## config.mk

```make
export PLATFORM = sky130hd
export DESIGN_NAME = gpio_evt_detect
export DESIGN_NICKNAME = d
export VERILOG_FILES = /design/src/rtl/gpio_evt_pkg.sv /design/src/rtl/gpio_evt_sync.sv /design/src/rtl/gpio_evt_edge.sv /design/src/rtl/gpio_evt_status.sv /design/src/rtl/gpio_evt_regs.sv /design/src/rtl/gpio_evt_detect.sv
export SDC_FILE = /design/constraint.sdc
export NUM_CORES = 1
export LEC_CHECK = 0
export ABC_CLOCK_PERIOD_IN_PS = 2250
export CAP_MARGIN = 40
export CELL_PAD_IN_SITES_DETAIL_PLACEMENT = 1
export CELL_PAD_IN_SITES_GLOBAL_PLACEMENT = 2
export CORE_MARGIN = 10
export CORE_UTILIZATION = 37
export DETAILED_ROUTE_END_ITERATION = 10
export GPL_TIMING_DRIVEN = 0
export PLACE_DENSITY_LB_ADDON = 0.25
export SYNTH_ARGS = -nofsm -noshare
export SYNTH_HDL_FRONTEND = slang
export SYNTH_SLANG_ARGS = --single-unit
```

## constraint.sdc

```tcl
create_clock -name clk -period 2.25 [get_ports clk]
set_input_delay 0.45 -clock clk [delete_from_list [all_inputs] [get_ports clk]]
set_output_delay 0.45 -clock clk [all_outputs]
set_load 0.02 [all_outputs]
```

## src/rtl/gpio_evt_pkg.sv

```systemverilog
package gpio_evt_pkg;
  localparam int ADDR_W = 4;

  typedef enum logic [ADDR_W-1:0] {
    REG_STATUS     = 4'd0,
    REG_IEN        = 4'd1,
    REG_IEN_SET    = 4'd2,
    REG_IEN_CLR    = 4'd3,
    REG_WAKE_EN    = 4'd4,
    REG_SENSE_LOW  = 4'd5,
    REG_SENSE_HIGH = 4'd6,
    REG_SENSE_RISE = 4'd7,
    REG_SENSE_FALL = 4'd8,
    REG_DIR        = 4'd9
  } reg_sel_e;
endpackage

```

## src/rtl/gpio_evt_sync.sv

```systemverilog
module gpio_evt_sync #(
  parameter int W      = 32,
  parameter int STAGES = 2
) (
  input  logic         clk,
  input  logic         rst_n,
  input  logic [W-1:0] async_i,
  output logic [W-1:0] sync_o
);
  logic [STAGES-1:0][W-1:0] chain_q;

  for (genvar s = 0; s < STAGES; s++) begin : g_stage
    if (s == 0) begin : g_first
      always_ff @(posedge clk) begin
        if (!rst_n) chain_q[s] <= '0;
        else        chain_q[s] <= async_i;
      end
    end else begin : g_next
      always_ff @(posedge clk) begin
        if (!rst_n) chain_q[s] <= '0;
        else        chain_q[s] <= chain_q[s-1];
      end
    end
  end

  assign sync_o = chain_q[STAGES-1];
endmodule

```

## src/rtl/gpio_evt_edge.sv

```systemverilog
module gpio_evt_edge #(
  parameter int W = 32
) (
  input  logic         clk,
  input  logic         rst_n,
  input  logic [W-1:0] lvl_i,
  input  logic [W-1:0] sense_low_i,
  input  logic [W-1:0] sense_high_i,
  input  logic [W-1:0] sense_rise_i,
  input  logic [W-1:0] sense_fall_i,
  output logic [W-1:0] evt_o,
  output logic [W-1:0] edge_evt_o
);
  logic [W-1:0] prev_q;
  logic [W-1:0] rose, fell, lvl_hit;

  always_ff @(posedge clk) begin
    if (!rst_n) prev_q <= '0;
    else        prev_q <= lvl_i;
  end

  always_comb begin
    rose       = lvl_i & ~prev_q;
    fell       = ~lvl_i & prev_q;
    lvl_hit    = (sense_low_i & ~lvl_i) | (sense_high_i & lvl_i);
    edge_evt_o = (sense_rise_i & rose) | (sense_fall_i & fell);
    evt_o      = lvl_hit | edge_evt_o;
  end
endmodule

```

## src/rtl/gpio_evt_status.sv

```systemverilog
module gpio_evt_status #(
  parameter int W = 32
) (
  input  logic         clk,
  input  logic         rst_n,
  input  logic [W-1:0] evt_i,
  input  logic [W-1:0] edge_evt_i,
  input  logic [W-1:0] clr_i,
  input  logic [W-1:0] wake_en_i,
  output logic [W-1:0] status_o,
  output logic [W-1:0] wake_pend_o
);
  logic [W-1:0] status_d, wake_d;

  always_comb begin
    status_d = (status_o & ~clr_i) | evt_i;
    wake_d   = (wake_pend_o & ~clr_i) | (edge_evt_i & wake_en_i);
  end

  always_ff @(posedge clk) begin
    if (!rst_n) begin
      status_o    <= '0;
      wake_pend_o <= '0;
    end else begin
      status_o    <= status_d;
      wake_pend_o <= wake_d;
    end
  end
endmodule

```

## src/rtl/gpio_evt_regs.sv

```systemverilog
module gpio_evt_regs
  import gpio_evt_pkg::*;
#(
  parameter int W = 32
) (
  input  logic              clk,
  input  logic              rst_n,
  input  logic [ADDR_W-1:0] addr_i,
  input  logic [W-1:0]      wdata_i,
  input  logic              we_i,
  input  logic [W-1:0]      status_i,
  output logic [W-1:0]      clr_o,
  output logic [W-1:0]      ien_o,
  output logic [W-1:0]      wake_en_o,
  output logic [W-1:0]      sense_low_o,
  output logic [W-1:0]      sense_high_o,
  output logic [W-1:0]      sense_rise_o,
  output logic [W-1:0]      sense_fall_o,
  output logic [W-1:0]      dir_o,
  output logic [W-1:0]      rdata_o
);
  reg_sel_e     sel;
  logic [W-1:0] ien_d, rd_d;

  assign sel   = reg_sel_e'(addr_i);
  assign clr_o = (we_i && sel == REG_STATUS) ? wdata_i : '0;

  always_comb begin
    ien_d = ien_o;
    if (we_i) begin
      case (sel)
        REG_IEN:     ien_d = wdata_i;
        REG_IEN_SET: ien_d = ien_o | wdata_i;
        REG_IEN_CLR: ien_d = ien_o & ~wdata_i;
        default:     ien_d = ien_o;
      endcase
    end
  end

  always_ff @(posedge clk) begin
    if (!rst_n) begin
      ien_o        <= '0;
      wake_en_o    <= '0;
      sense_low_o  <= '0;
      sense_high_o <= '0;
      sense_rise_o <= '0;
      sense_fall_o <= '0;
      dir_o        <= '1;
    end else begin
      ien_o <= ien_d;
      if (we_i) begin
        case (sel)
          REG_WAKE_EN:    wake_en_o    <= wdata_i;
          REG_SENSE_LOW:  sense_low_o  <= wdata_i;
          REG_SENSE_HIGH: sense_high_o <= wdata_i;
          REG_SENSE_RISE: sense_rise_o <= wdata_i;
          REG_SENSE_FALL: sense_fall_o <= wdata_i;
          REG_DIR:        dir_o        <= wdata_i;
          default: ;
        endcase
      end
    end
  end

  always_comb begin
    case (sel)
      REG_STATUS:     rd_d = status_i;
      REG_IEN,
      REG_IEN_SET,
      REG_IEN_CLR:    rd_d = ien_o;
      REG_WAKE_EN:    rd_d = wake_en_o;
      REG_SENSE_LOW:  rd_d = sense_low_o;
      REG_SENSE_HIGH: rd_d = sense_high_o;
      REG_SENSE_RISE: rd_d = sense_rise_o;
      REG_SENSE_FALL: rd_d = sense_fall_o;
      REG_DIR:        rd_d = dir_o;
      default:        rd_d = '0;
    endcase
  end

  always_ff @(posedge clk) begin
    if (!rst_n) rdata_o <= '0;
    else        rdata_o <= rd_d;
  end
endmodule

```

## src/rtl/gpio_evt_detect.sv

```systemverilog
module gpio_evt_detect
  import gpio_evt_pkg::*;
#(
  parameter int NPINS     = 32,
  parameter int SYNC_DEPTH = 2
) (
  input  logic              clk,
  input  logic              rst_n,
  input  logic [NPINS-1:0]  pin_i,
  input  logic [ADDR_W-1:0] addr_i,
  input  logic [NPINS-1:0]  wdata_i,
  input  logic              we_i,
  output logic [NPINS-1:0]  rdata_o,
  output logic              irq_o,
  output logic              wake_o
);
  logic [NPINS-1:0] pin_sync, evt, edge_evt, clr, status_q, wake_pend;
  logic [NPINS-1:0] ien, wake_en, s_low, s_high, s_rise, s_fall, dir;

  gpio_evt_sync #(.W(NPINS), .STAGES(SYNC_DEPTH)) u_sync (
    .clk(clk), .rst_n(rst_n), .async_i(pin_i), .sync_o(pin_sync)
  );

  gpio_evt_edge #(.W(NPINS)) u_edge (
    .clk(clk), .rst_n(rst_n), .lvl_i(pin_sync),
    .sense_low_i(s_low), .sense_high_i(s_high),
    .sense_rise_i(s_rise), .sense_fall_i(s_fall),
    .evt_o(evt), .edge_evt_o(edge_evt)
  );

  gpio_evt_status #(.W(NPINS)) u_status (
    .clk(clk), .rst_n(rst_n), .evt_i(evt), .edge_evt_i(edge_evt),
    .clr_i(clr), .wake_en_i(wake_en),
    .status_o(status_q), .wake_pend_o(wake_pend)
  );

  gpio_evt_regs #(.W(NPINS)) u_regs (
    .clk(clk), .rst_n(rst_n), .addr_i(addr_i), .wdata_i(wdata_i),
    .we_i(we_i), .status_i(status_q), .clr_o(clr), .ien_o(ien),
    .wake_en_o(wake_en), .sense_low_o(s_low), .sense_high_o(s_high),
    .sense_rise_o(s_rise), .sense_fall_o(s_fall), .dir_o(dir),
    .rdata_o(rdata_o)
  );

  assign irq_o  = |(status_q & ien);
  assign wake_o = |wake_pend;
endmodule

```

Yosys cells after proc, flatten, opt, wreduce, memory -nomap -nowiden
Index checks and enable logic that the tools add are counted.
Storage, ports and cells
  flip-flop bits (word level): 416
  output and inout bits: 34
  logic and storage cells: 59
Operators by class
  eq/ne operators: 9
  muxes and demuxes: 3
  bitwise gates (word level): 21
  reductions and logical operators: 13
Operators with widths (number)
  32-bit bitwise AND: 11
  32-bit case mux with 8 select lines: 1
  32-bit bitwise OR: 6
  32-bit NOT: 4
  32-bit case mux with 3 select lines: 1
  32-bit OR reduction: 2
  32-bit two-way mux: 1
  4-bit by 3-bit equality test with 1-bit output, second input constant: 4
  2-bit AND reduction: 7
  4-bit by 2-bit equality test with 1-bit output, second input constant: 2
  4-bit equality test, second input constant: 2
  4-bit by 1-bit equality test with 1-bit output, second input constant: 1
  4-bit zero test: 1
  3-bit nonzero test: 1
  3-bit OR reduction: 1
  1-bit logical AND: 1

Depth between registers and ports, before layout
  depth after elaboration: 6
  depth in mapped cells: 8
  gate-level depth less buffers: 4

Cells and area by module
A second synthesis with hierarchy kept.
Unflattened totals
  cell total of the unflattened synthesis: 2153
  area total of the unflattened synthesis: 18609.1 um2
By module, submodules not included
  gpio_evt_regs: instances 1, cells each 1433, area an instance 11707.5 um2, sequential area each 5124.9 um2
  gpio_evt_status: instances 1, cells each 231, area an instance 2466.1 um2, sequential area each 1281.2 um2
  gpio_evt_edge: instances 1, cells each 291, area an instance 2177.1 um2, sequential area each 640.6 um2
  gpio_evt_sync: instances 1, cells each 166, area an instance 2031.9 um2, sequential area each 1281.2 um2
  gpio_evt_detect: instances 1, cells each 32, area an instance 226.5 um2, sequential area each 0.0 um2

Worst setup path before layout
OpenSTA, ideal clock, no wires.
  kind: input to register
  start point: input port addr_i[1]
  end point: register u_regs.rdata_o[20]
  library setup time: 133 ps
  arrival time: 1618 ps
  required time: 2117 ps
  setup slack: 499 ps
  stages on the path: 6
  cell sequence: buf_4 > nor2_1 > buf_2 > mux2_2 > a22oi_1 > a31oi_1
On the way
  longest elaborated chain between the ends: 3
  elaborated cells on any way between the ends: 12
RTL lines
  start, declared: RTL line gpio_evt_detect.sv:10  | input logic [ADDR_W-1:0] addr_i,
  4-bit by 1-bit equality test with 1-bit output / 4-bit by 2-bit equality test with 1-bit output (equally long branches): RTL line gpio_evt_regs.sv:66  | case (sel)
  3-bit OR reduction: RTL line gpio_evt_regs.sv:66
  32-bit case mux with 8 select lines (*): RTL line gpio_evt_regs.sv:66
  end signal, assigned: RTL line gpio_evt_regs.sv:83  | else rdata_o <= rd_d;
  end, declared: RTL line gpio_evt_regs.sv:20  | output logic [W-1:0] rdata_o
Mark *: on every way between the ends. The rest lies on a longest branch, timed or not.
A chain may end at the register's enable or synchronous reset.

Final worst setup path
  start point: register u_status.wake_pend_o[10]
  end point: output port wake_o
On the way
  longest elaborated chain between the ends: 1
RTL lines
  start, declared: RTL line gpio_evt_status.sv:11  | output logic [W-1:0] wake_pend_o
  start signal, assigned: RTL line gpio_evt_status.sv:26  | wake_pend_o <= wake_d;
  32-bit OR reduction: RTL line gpio_evt_detect.sv:46  | assign wake_o = |wake_pend;
  end, declared: RTL line gpio_evt_detect.sv:15  | output logic wake_o
Every way passes these cells.

==> results.json <==
{
  "p_total_mw": 16.5,
  "wl_per_cell_um": 27.2,
  "avgSynthCellArea_um2": 8.66,
  "synth_edf_count": 0,
  "core_um2": 45400,
  "yosys.area.top_type": "dfxtp_1",
  "die_area_um2": 55000,
  "seq_area_frac_synth_pct": 48.9,
  "hold_slack_ns": 0.280,
  "drt-total-wl_um": 74500,
  "period_share_pct": 114,
  "drt_iter0_markers": 1489,
  "ir_worst_vdd_mv": 0.489,
  "port-buffer-count": 70,
  "worstPathRequired_ns": 1.80,
  "die_w_um": 234,
  "setup_viol": 2,
  "hp-class": "in -> reg",
  "cts_made_buffers": 47,
  "rsz0062_at_grt": "true",
  "final_core_util_pct": 45.0,
  "syn_to_final_growth_pct": 20.0,
  "grt_pass1_wl_um": 108000,
  "gp_congestion": 0.934,
  "worst_slew_pin_slew_ns": 0.971,
  "leakage_nw": 7.04,
  "syn-num-nets": 2037,
  "cp_top_family": "simple AND/OR/NAND/NOR gates",
  "drtAntennaViolNets": 0,
  "synth_top_area_share_pct": 48.9,
  "synth_common_cells": "497 x nand2_1, 416 x dfxtp_1, 163 x a21boi_0, 111 x a22oi_1, 104 x clkbuf_1",
  "dpl_worst_slack_ns": -1.15,
  "crit_chain": "nor4_4 -> nand4_1 -> or2_4 -> buf_6",
  "cts.sinks": 416,
  "instances_no_fill": 2734,
  "grt_util_all_layers_pct": 26.7,
  "nFillCells": 5311,
  "antenna_found_initial": 3,
  "drive_gt1_share_pct": 10.2,
  "hold_buffers": 0,
  "cts-root-buf": "clkbuf_16",
  "status": "finished, violations left",
  "yosys_register_bits": 416,
  "initial_core_util_pct": 37.5,
  "grt_overflow": 0,
  "critPathMaxFanout": 2,
  "ys_types": 42,
  "nets": 2172,
  "die_y_um": 234,
  "setup_slack_ns": -0.323,
  "clk_pin_slew_ns": 0.06,
  "synth-async-reset-ratio_pct": 0,
  "fin_skew_ns": 0.0256,
  "dp_cells": 2648,
  "synth_most_common_cell": "nand2_1",
  "final-max-slew-violation-count": 0,
  "critical_path_buf_inv_count": 1,
  "violations": "negative setup slack",
  "power.density_nw_per_um2": 809,
  "cpPeakStageDelay_ns": 0.39,
  "first_pass_iters": 9,
  "grt_max_degree": 13,
  "timing.fmax_ghz": 0.389,
  "route.detailed.drc": 0,
  "num_vias": 15697,
  "maxSlewHeadroom_pct": 35.3,
  "clk_latency_ns": 0.59,
  "via_per_inst": 5.74,
  "syn_inst": 1966,
  "hold_viol": 0,
  "syn_area_um2": 17000,
  "h-tree-depth": 2,
  "yosys-top-cells-area": "dfxtp_1 49%, nand2_1 11%, a21boi_0 7.2%",
  "cts_tree": "yes",
  "rows": 78,
  "io_pins": 105,
  "maxCapViolCount": 0,
  "slowest_stage": "nor4_4",
  "setup_tns_ns": -0.603,
  "yosysWarnings": 0,
  "grt_pass1_vias": 15933,
  "setup.worst_path.class": "reg -> out",
  "cts_buffer_depth": 3,
  "worst_setup_path_start_kind": "flip-flop",
  "worstPathArrival_ns": 2.12,
  "worstSetupEndpointType": "primary output",
  "finalInstanceArea_um2": 20400,
  "period_minus_slack_ns": 2.57,
  "dp_hpwl_um": 51900,
  "place_area_um2": 18600,
  "synth_ff_type": "dfxtp_1"
}
state kept, by name, indices dropped and copies added (netlist names):
signal and cells:
u_regs.dir_o 32, u_edge.prev_q 32, u_status.wake_pend_o 32, u_regs.sense_low_o 32
u_sync.chain_q 32, u_status.status_o 32, u_regs.rdata_o 32, u_regs.sense_fall_o 32
u_regs.wake_en_o 32, u_regs.ien_o 32, u_regs.sense_rise_o 32, u_sync.sync_o 32
u_regs.sense_high_o 32
metal layers:
metal / track usage (%) / up-vias / part of all wire (%)
met5: 0 / - / 0
met4: 10.6 / 0 / 4.2
met3: 4.60 / 158 / 7.5
met2: 43.0 / 619 / 46
met1: 35.0 / 7903 / 43
li1: - / 7017 / -
logic make-up after synthesis:
| group | synth area share (%) |
|---|---|
| flip-flops | 48.9 |
| buffers and inverters | 4.66 |
| multiplexers | 2.08 |
| AO/OA/AOI/OAI | 21.0 |
| AND/OR/NAND/NOR | 23.3 |
repair_timing:
action | 4_1_cts | 5_1_grt
buffers inserted | 4 | 2
setup endpoints to repair | 95 | 164
resized for setup | 57 | 40
pin swaps | 11 | 6
final timing paths:
path | to | startpoint | depth (start not counted) | slack [ns]
max | wake_o | u_status.wake_pend_o[10] | 4 | -0.32
max reg2reg | u_status.status_o[30] | u_sync.sync_o[30] | 4 | 0.89
min reg2reg | u_sync.sync_o[31] | u_sync.chain_q[31] | 1 | 0.42
min | u_regs.sense_high_o[12] | wdata_i[12] | 3 | 0.28
placed cells by master (no fill, tap or decap), types with 4 or more instances in the layout:
master and instances:
clkbuf_4 10, clkbuf_16 49, o22ai_1 8, clkdlybuf4s50_1 66, nand3b_1 32, nand4_1 6, dfxtp_2 16, and3_1 9
nor4_2 4, a22oi_1 104, o21ai_0 65, buf_2 27, a221oi_1 13, clkbuf_1 101, buf_4 22, a21boi_0 163
a22oi_2 7, clkbuf_8 12, buf_6 19, mux2_2 11, a211oi_1 32, dfxtp_1 400, a21boi_1 61, mux2i_1 23
a2bb2oi_1 9, nand2_1 497, buf_8 6, nor2_1 49, and2_1 102, clkbuf_2 11, nor2b_1 64, nand3_1 65
a222oi_1 9, a31oi_1 23, clkinv_2 6
report_power, final:
part	switching, mW	internal, mW
clock network	3.19	4.58
logic	0.712	0.372
registers	0.130	7.52
total	4.04	12.5
layout make-up:
| cell class | instances | area (um2) | share of cell area (%) |
|---|---|---|---|
| sequential | 416 | 8350 | 40.9 |
| inverter | 1 | 3.75 | 0.0184 |
| tap | 600 | 751 | 3.68 |
| multi-input combinational | 1379 | 8010 | 39.2 |
| timing repair buffer | 88 | 911 | 4.46 |
| clock inverter | 9 | 97.6 | 0.478 |
| buffer | 168 | 858 | 4.20 |
| clock buffer | 72 | 1430 | 7.02 |
| antenna | 1 | 2.50 | 0.0123 |
worst register-to-register path: stages (launching register included):
cell and delay (ns):
dfxtp_1 0.40, nand3b_1 0.13, o21ai_0 0.19, a211oi_1 0.37
a21boi_0 0.14
Note: power is estimated with default switching activity, not from simulation.
